[config.mk]
export PLATFORM = sky130hd
export DESIGN_NAME = nfc_cmd_interp
export DESIGN_NICKNAME = d
export VERILOG_FILES = /design/src/rtl/nfc_cmd_pkg.sv /design/src/rtl/nfc_we_edge.sv /design/src/rtl/nfc_code_classify.sv /design/src/rtl/nfc_cmd_interp.sv
export SDC_FILE = /design/constraint.sdc
export NUM_CORES = 1
export LEC_CHECK = 0
export BUFFER_PORTS_ARGS = -buffer_cell sky130_fd_sc_hd__clkbuf_2
export CAP_MARGIN = 20
export CORE_UTILIZATION = 47
export CTS_CLUSTER_DIAMETER = 30
export DETAILED_ROUTE_END_ITERATION = 8
export HOLD_SLACK_MARGIN = 0.03
export PLACE_DENSITY = 0.73
export SYNTH_ARGS = -nofsm -noshare
export SYNTH_HDL_FRONTEND = slang
export SYNTH_SLANG_ARGS = --single-unit
[constraint.sdc]
create_clock -name clk -period 2.3 [get_ports clk]
set_input_delay 0.46 -clock clk [delete_from_list [all_inputs] [get_ports clk]]
set_output_delay 0.46 -clock clk [all_outputs]
set_load 0.01 [all_outputs]
[src/rtl/nfc_cmd_pkg.sv]
package nfc_cmd_pkg;

    localparam logic [7:0] CODE_RD_A    = 8'h00;
    localparam logic [7:0] CODE_RD_B    = 8'h01;
    localparam logic [7:0] CODE_RD_C    = 8'h50;
    localparam logic [7:0] CODE_SIG     = 8'h90;
    localparam logic [7:0] CODE_STATUS  = 8'h70;
    localparam logic [7:0] CODE_PROG    = 8'h80;
    localparam logic [7:0] CODE_CONF_PG = 8'h10;
    localparam logic [7:0] CODE_CPY_MID = 8'h8A;
    localparam logic [7:0] CODE_ERASE   = 8'h60;
    localparam logic [7:0] CODE_CONF_ER = 8'hD0;
    localparam logic [7:0] CODE_RESET   = 8'hFF;

    typedef enum logic [2:0] {
        OP_NONE      = 3'd0,
        OP_READ      = 3'd1,
        OP_SIGNATURE = 3'd2,
        OP_STATUS    = 3'd3,
        OP_PROGRAM   = 3'd4,
        OP_ERASE     = 3'd5,
        OP_COPYBACK  = 3'd6,
        OP_RESET     = 3'd7
    } op_e;

    typedef enum logic [2:0] {
        SEQ_IDLE  = 3'd0,
        SEQ_PROG  = 3'd1,
        SEQ_ERASE = 3'd2,
        SEQ_RDA   = 3'd3,
        SEQ_CPY   = 3'd4
    } seq_e;

    typedef enum logic [1:0] {
        AREA_A = 2'd0,
        AREA_B = 2'd1,
        AREA_C = 2'd2
    } area_e;

    typedef enum logic [3:0] {
        K_RD_A, K_RD_B, K_RD_C, K_SIG, K_STATUS, K_PROG,
        K_CONF_PG, K_CPY_MID, K_ERASE, K_CONF_ER, K_RESET, K_UNDEF
    } kind_e;

    typedef struct packed {
        seq_e  seq;
        area_e area;
        logic  start;
        op_e   op;
        logic  addr;
    } ctl_t;

endpackage

[src/rtl/nfc_we_edge.sv]
module nfc_we_edge (
    input  logic clk,
    input  logic rst_n,
    input  logic we_n,
    input  logic cle,
    input  logic ale,
    output logic cmd_cycle,
    output logic addr_cycle
);
    logic we_n_q;
    logic rise;

    always_ff @(posedge clk) begin
        if (!rst_n) we_n_q <= 1'b1;
        else        we_n_q <= we_n;
    end

    assign rise       = we_n & ~we_n_q;
    assign cmd_cycle  = rise & cle & ~ale;
    assign addr_cycle = rise & ale & ~cle;
endmodule

[src/rtl/nfc_code_classify.sv]
module nfc_code_classify
    import nfc_cmd_pkg::*;
(
    input  logic [7:0] code,
    output kind_e      kind
);
    always_comb begin
        unique case (code)
            CODE_RD_A:    kind = K_RD_A;
            CODE_RD_B:    kind = K_RD_B;
            CODE_RD_C:    kind = K_RD_C;
            CODE_SIG:     kind = K_SIG;
            CODE_STATUS:  kind = K_STATUS;
            CODE_PROG:    kind = K_PROG;
            CODE_CONF_PG: kind = K_CONF_PG;
            CODE_CPY_MID: kind = K_CPY_MID;
            CODE_ERASE:   kind = K_ERASE;
            CODE_CONF_ER: kind = K_CONF_ER;
            CODE_RESET:   kind = K_RESET;
            default:      kind = K_UNDEF;
        endcase
    end
endmodule

[src/rtl/nfc_cmd_interp.sv]
module nfc_cmd_interp
    import nfc_cmd_pkg::*;
#(
    parameter int IO_W = 8
) (
    input  logic            clk,
    input  logic            rst_n,
    input  logic [IO_W-1:0] io_bus,
    input  logic            we_n,
    input  logic            cle,
    input  logic            ale,
    input  logic            busy,
    output logic            op_start,
    output logic [2:0]      op_code,
    output logic [1:0]      read_area,
    output logic            addr_pulse
);
    localparam int CODE_W = 8;

    logic  cmd_cycle;
    logic  addr_cycle;
    kind_e kind;
    ctl_t  s_d, s_q;

    nfc_we_edge u_edge (
        .clk       (clk),
        .rst_n     (rst_n),
        .we_n      (we_n),
        .cle       (cle),
        .ale       (ale),
        .cmd_cycle (cmd_cycle),
        .addr_cycle(addr_cycle)
    );

    nfc_code_classify u_cls (
        .code(io_bus[CODE_W-1:0]),
        .kind(kind)
    );

    always_comb begin
        s_d       = s_q;
        s_d.start = 1'b0;
        s_d.op    = OP_NONE;
        s_d.addr  = addr_cycle;
        if (cmd_cycle) begin
            if (busy) begin
                if (kind == K_STATUS) begin
                    s_d.start = 1'b1;
                    s_d.op    = OP_STATUS;
                end else if (kind == K_RESET) begin
                    s_d.start = 1'b1;
                    s_d.op    = OP_RESET;
                    s_d.seq   = SEQ_IDLE;
                    s_d.area  = AREA_A;
                end
            end else begin
                s_d.seq = SEQ_IDLE;
                case (kind)
                    K_RESET: begin
                        s_d.start = 1'b1;
                        s_d.op    = OP_RESET;
                        s_d.area  = AREA_A;
                    end
                    K_STATUS: begin
                        s_d.start = 1'b1;
                        s_d.op    = OP_STATUS;
                        s_d.seq   = s_q.seq;
                    end
                    K_RD_A: begin
                        s_d.start = 1'b1;
                        s_d.op    = OP_READ;
                        s_d.area  = AREA_A;
                        s_d.seq   = SEQ_RDA;
                    end
                    K_RD_B: begin
                        s_d.start = 1'b1;
                        s_d.op    = OP_READ;
                        s_d.area  = AREA_B;
                    end
                    K_RD_C: begin
                        s_d.start = 1'b1;
                        s_d.op    = OP_READ;
                        s_d.area  = AREA_C;
                    end
                    K_SIG: begin
                        s_d.start = 1'b1;
                        s_d.op    = OP_SIGNATURE;
                    end
                    K_PROG:  s_d.seq = SEQ_PROG;
                    K_ERASE: s_d.seq = SEQ_ERASE;
                    K_CPY_MID: begin
                        if (s_q.seq == SEQ_RDA) s_d.seq = SEQ_CPY;
                    end
                    K_CONF_PG: begin
                        if (s_q.seq == SEQ_PROG) begin
                            s_d.start = 1'b1;
                            s_d.op    = OP_PROGRAM;
                        end else if (s_q.seq == SEQ_CPY) begin
                            s_d.start = 1'b1;
                            s_d.op    = OP_COPYBACK;
                        end
                    end
                    K_CONF_ER: begin
                        if (s_q.seq == SEQ_ERASE) begin
                            s_d.start = 1'b1;
                            s_d.op    = OP_ERASE;
                        end
                    end
                    default: ;
                endcase
            end
        end
    end

    always_ff @(posedge clk) begin
        if (!rst_n) begin
            s_q.seq   <= SEQ_IDLE;
            s_q.area  <= AREA_A;
            s_q.start <= 1'b0;
            s_q.op    <= OP_NONE;
            s_q.addr  <= 1'b0;
        end else begin
            s_q <= s_d;
        end
    end

    assign op_start   = s_q.start;
    assign op_code    = s_q.op;
    assign read_area  = s_q.area;
    assign addr_pulse = s_q.addr;

    AST_START_NEEDS_CMD: assert property (@(posedge clk) disable iff (!rst_n)
        op_start |-> $past(cmd_cycle));
    AST_QUIET_CODE: assert property (@(posedge clk) disable iff (!rst_n)
        !op_start |-> op_code == OP_NONE);
    AST_BUSY_FILTER: assert property (@(posedge clk) disable iff (!rst_n)
        (op_start && $past(busy)) |-> (op_code == OP_STATUS || op_code == OP_RESET));
    AST_RESET_CLEARS: assert property (@(posedge clk) disable iff (!rst_n)
        (op_start && op_code == OP_RESET) |-> (read_area == AREA_A && s_q.seq == SEQ_IDLE));
    AST_PROG_FROM_PENDING: assert property (@(posedge clk) disable iff (!rst_n)
        (op_start && op_code == OP_PROGRAM) |-> $past(s_q.seq) == SEQ_PROG);
    AST_CPY_FROM_PENDING: assert property (@(posedge clk) disable iff (!rst_n)
        (op_start && op_code == OP_COPYBACK) |-> $past(s_q.seq) == SEQ_CPY);
    AST_ERASE_FROM_PENDING: assert property (@(posedge clk) disable iff (!rst_n)
        (op_start && op_code == OP_ERASE) |-> $past(s_q.seq) == SEQ_ERASE);
    AST_ADDR_HOLDS_SEQ: assert property (@(posedge clk) disable iff (!rst_n)
        $past(addr_cycle) |-> s_q.seq == $past(s_q.seq));
endmodule

Word-level counts from Yosys, hierarchy flattened
Index checks and enable logic that the tools add are counted.
{ "word_totals": {"register_bits": 11, "wordCells": 61} }
{ "classes": {"eq_ne": 26, "muxes": 12, "n_bitwise": 9, "n_reduce_logical": 8} }
{ "op_table": {"columns": ["op", "count"], "rows": [
  ["$pmux W4 S11", 1],
  ["$eq A8 B8 Y1 const B", 5],
  ["$eq A8 B7 Y1 const B", 3],
  ["$pmux W4 S6", 1],
  ["$mux W9", 2],
  ["$eq A4 B3 Y1 const B", 4],
  ["$mux W4", 4],
  ["$pmux W3 S5", 1],
  ["$eq A4 B4 Y1 const B", 3],
  ["$eq A4 B2 Y1 const B", 2],
  ["$eq A8 B1 Y1 const B", 1],
  ["$eq A8 B5 Y1 const B", 1],
  ["$logic_not A8 Y1", 1],
  ["$eq A3 B2 Y1 const B", 2],
  ["$pmux W2 S3", 1],
  ["$and A1 B1 Y1", 5],
  ["$mux W5", 1],
  ["$eq A4 B1 Y1 const B", 1],
  ["$logic_not A4 Y1", 1],
  ["$not A1 Y1", 4],
  ["$reduce_and A4 Y1", 1],
  ["$reduce_bool A4 Y1", 1],
  ["$eq A3 B1 Y1 const B", 1],
  ["$eq A3 B3 Y1 const B", 1],
  ["7 further kinds", 7]
]} }

Depth between registers and ports, before layout
{ "logic_depth": {"depth_word": 6, "mapped_depth": 8, "ltp_nobuf": 6} }

By module
From an unflattened synthesis, not the netlist that was laid out.
{ "hier_totals": {"cells_unflattened": 129, "hier_area_um2": 1009.7} }
{ "modules_own_cells": {"columns": ["module", "n_inst", "cells_each", "area_each_um2"], "rows": [
  ["nfc_cmd_interp", 1, 85, 681.9],
  ["nfc_code_classify", 1, 40, 276.5],
  ["nfc_we_edge", 1, 4, 51.3]
]} }

Worst setup path after synthesis
No wires, ideal clock.
{ "synth_path": {"path_kind": "in2reg", "from": "input io_bus[1]", "to": "register s_q[9] in the netlist's numbering", "arrival_ns": 2.241, "required_time_ns": 2.233, "slack_ns": -0.008, "stages": 7, "path_cell_list": "or4_4 buf_6 nor4_2 nor3_1 or4b_1 a211o_1 o21ai_2"} }
{ "synth_between": {"elab_chain_cells": 5, "elab_cells_between_ends": 23, "classes_between": "eq/ne: 16; mux: 3; bitwise: 1; reduce/logical: 3"} }
{ "synth_lines": {"columns": ["item", "line", "source"], "rows": [
  ["start, declared", "nfc_cmd_interp.sv:8", "input logic [IO_W-1:0] io_bus,"],
  ["$eq A8 B8 Y1 (tied with other cells)", "nfc_code_classify.sv:8", "unique case (code)"],
  ["$pmux W4 S11 *", "nfc_code_classify.sv:8", null],
  ["$eq A4 B3 Y1 (tied with other cells)", "nfc_cmd_interp.sv:58", "case (kind)"],
  ["$pmux W3 S5 (tied with other cells)", "nfc_cmd_interp.sv:58", null],
  ["$mux W9 or $reduce_and A3 Y1 (tied branches)", null, null],
  ["end, declared", "nfc_cmd_interp.sv:23", "ctl_t s_d, s_q;"]
]} }
Every way passes the cells marked *; elsewhere a longest branch is shown, timed or not.
A chain may end at the register's enable or synchronous reset.

Worst setup path after layout
Ends and elaborated chain as after synthesis.

==> flow_summary.yaml <==
setup_path:
  cp_slowest_stage_delay_ns: 0.59
  timing.critical_path.from_type: "input port"
  worst-r2r-cell-count: 4
  path_class: "in -> reg"
  cpMaxStageDelayCell: "sky130_fd_sc_hd__or4_4"
  worst_path_dominant_cell_family: "simple AND/OR/NAND/NOR gates"
  critical_path.cell_chain: "clkbuf_2, or4_4, nor4_4, nor3_1, or4b_1, a211o_1, o21ai_2"
  critPathArrivalTime_ns: 2.32
  cp_num_buf_inv: 1
  critical_path.endpoint_type: "register"
  critical_path_depth: 7
  worstPathRequired_ns: 2.50
  worst-path-max-fanout: 5
power:
  power.ir.vdd_worst_mv: 0.195
  sequentialPowerShare: 0.478
  power.net_switching_mw: 0.109
  power.internal_mw: 0.294
  power-per-cell-area_nw_per_um2: 363
  p_comb_frac: 0.203
  power_switching_share: 0.271
  p_clk_frac: 0.320
  total_leakage_power_nw: 0.445
drt:
  count_of_antenna_violating_nets_left_after_detailed_routing: 0
  vias_per_inst: 5.91
  drc_violation_count_after_routing: 0
  wirelength_um: 2310
  detailedRoute.firstIterationViolations: 48
  wl_per_cell_um: 13.4
  detailedRoute.firstPassIterationCount: 4
  vias: 1016
clock_tree:
  clock_transition_at_the_register_clock_pins_on_the_worst_setup_and_hold_paths_after_cts_ns: 0.07
  clkSinkCount: 11
  post_cts_repair_resize_count: 0
  tritoncts: "built"
  clock-root-buffer: "sky130_fd_sc_hd__clkbuf_4"
  cts-hold-fix-buffers: 0
  post-cts-setup-buffers: 0
  cts.htree.levels: 1
  worstSkewPairLatency_ns: 0.26
  ctsLongestPathBuffers: 2
  cts-buffers-inserted: 3
floorplanning:
  top_level_ports: 21
  die_w_um: 46.0
  design.die.area_um2: 2110
  core_region_area_um2: 1760
  floorplan.initialDensity: 0.515
  fp_rows: 15
  chipHeight_um: 46.0
logic_synthesis:
  synth_seq_area_share: 0.242
  number_of_enable_type_register_cells_in_the_synthesized_netlist: 0
  ys_ff_latch: 11
  synth.cell_area_um2: 908
  synth-warning-count: 0
  synth-main-ff-cell: "sky130_fd_sc_hd__dfxtp_1"
  mappedNetlistNets: 136
  synth_cells: 122
  synth_cell_type_count: 42
  ys_async_rst_share: 0
  synth_area_per_cell_um2: 7.45
cells_and_area:
  layout_commonest_cell: "sky130_fd_sc_hd__clkbuf_2"
  drive_above_1_share: 0.286
  mostFrequentLayoutCells: "20 x sky130_fd_sc_hd__clkbuf_2, 15 x sky130_fd_sc_hd__buf_4, 11 x sky130_fd_sc_hd__nand2_1, 11 x sky130_fd_sc_hd__dfxtp_1, 9 x sky130_fd_sc_hd__nor2_1"
  layoutNonFillerInstCount: 172
  antenna_cells: 0
  final_core_utilization: 0.628
  nNetsFinal: 162
  areaGrowthSynthToFinish_pct: 22.0
sta:
  final_count_of_negative_setup_slack_endpoints: 0
  worst_pin_slew_ns: 0.450
  slew_headroom: 0.698
  fmax_mhz: 472
  grt_setup_unrepaired: "false"
  min_period_ns: 2.12
  fin_setup_tns_ns: 0
  final_max_slew_viol_count: 0
  finalHoldViolations: 0
  worst_clock_skew_ns: 0.00492
  fin_ws_ns: 0.183
  fin_crit_sh: 0.921
  fin_hold_ws_ns: 0.371
global_route:
  grt_start_max_net_pins: 13
  overflow: 0
  global_route.usage.met1: 0.314
  met3_usage: 0.0317
  grt_antenna_before_repair: 0
  grt_pass1_wl_um: 3840
  global_routing_usage_on_met2: 0.434
  gr-usage-all-layers: 0.251
  grt_pass1_vias: 922
  grt.busiest_layer: "met2"
job:
  drv_cap: 0
placement:
  dp_cells: 168
  finalWeightedCongestion: 0.939
  dp_worst_setup_slack_ns: -0.110
  hpwl_um: 1860
  place.port_buffers: 20
run_status:
  status: "finished clean"
hold_path:
  worstHoldPathType: "in -> reg"
  worst_hold_path.num_cells: 2
## cell type report
| cell class | instances | area [um2] |
|---|---|---|
| Clock buffer | 4 | 26.3 |
| Fill cell | 166 | 656 |
| Inverter | 3 | 11.3 |
| Multi-Input combinational cell | 94 | 607 |
| Sequential cell | 11 | 220 |
| Tap cell | 25 | 31.3 |
| Timing Repair Buffer | 35 | 213 |
## power groups by stage
stage,clock [mW],combinational (mW),sequential (mW)
final,0.129,0.0816,0.192
after floorplan,0,0.0448,0.197
after global routing,0.140,0.0893,0.192
after global placement,0,0.0782,0.197
after detailed placement,0,0.0805,0.197
after CTS,0.132,0.0809,0.192
## cell families (layout without fill, tap and decap cells)
family | after synthesis | in the layout | share of synthesized area
buf+inv | 17 | 42 | 0.0992
flops | 11 | 11 | 0.242
compound gates | 31 | 31 | 0.226
simple gates | 61 | 61 | 0.413
xor+xnor | 2 | 2 | 0.0193
## state kept, by name (all words and copies together) (netlist names)
signal / flops
addr_pulse: 1
op_code: 3
op_start: 1
read_area: 2
s_q: 3
u_edge.we_n_q: 1
## cells in the mapped netlist (all sizes together), types with 6 or more instances
| cell | count | area, um2 |
|---|---|---|
| buf | 6 | 48.8 |
| nand2 | 11 | 41.3 |
| dfxtp | 11 | 220 |
| nor3 | 7 | 46.3 |
| o21ai | 6 | 33.8 |
| clkbuf | 8 | 30.0 |
| a21oi | 8 | 40.0 |
| nor2 | 9 | 33.8 |
| nand2b | 7 | 43.8 |
## per-layer routing
layer	routed length (um)	part of all wire	up-vias
li1	-	-	499
met1	1060	0.46	477
met2	1140	0.49	40
met3	107	0.046	0
met4	0	0	0
met5	0	0	-
## through the flow
stage               instance area, um2  power (mW)
global placement                  1080       0.275
detailed placement                1080       0.277
CTS                               1110       0.405
global route                      1110       0.422
finish                            1110       0.403
floorplan                          917       0.241
## final timing paths
check	from	to	slack, ns
max	io_bus[1]	s_q[9]$_SDFFE_PN0P_	0.18
min	cle	addr_pulse$_SDFF_PN0_	0.37
max reg2reg	u_edge.we_n_q$_SDFF_PN1_	read_area[0]$_SDFFE_PN0P_	0.82
min reg2reg	read_area[1]$_SDFFE_PN0P_	read_area[1]$_SDFFE_PN0P_	0.47
Note: power is estimated with default switching activity, not from simulation.
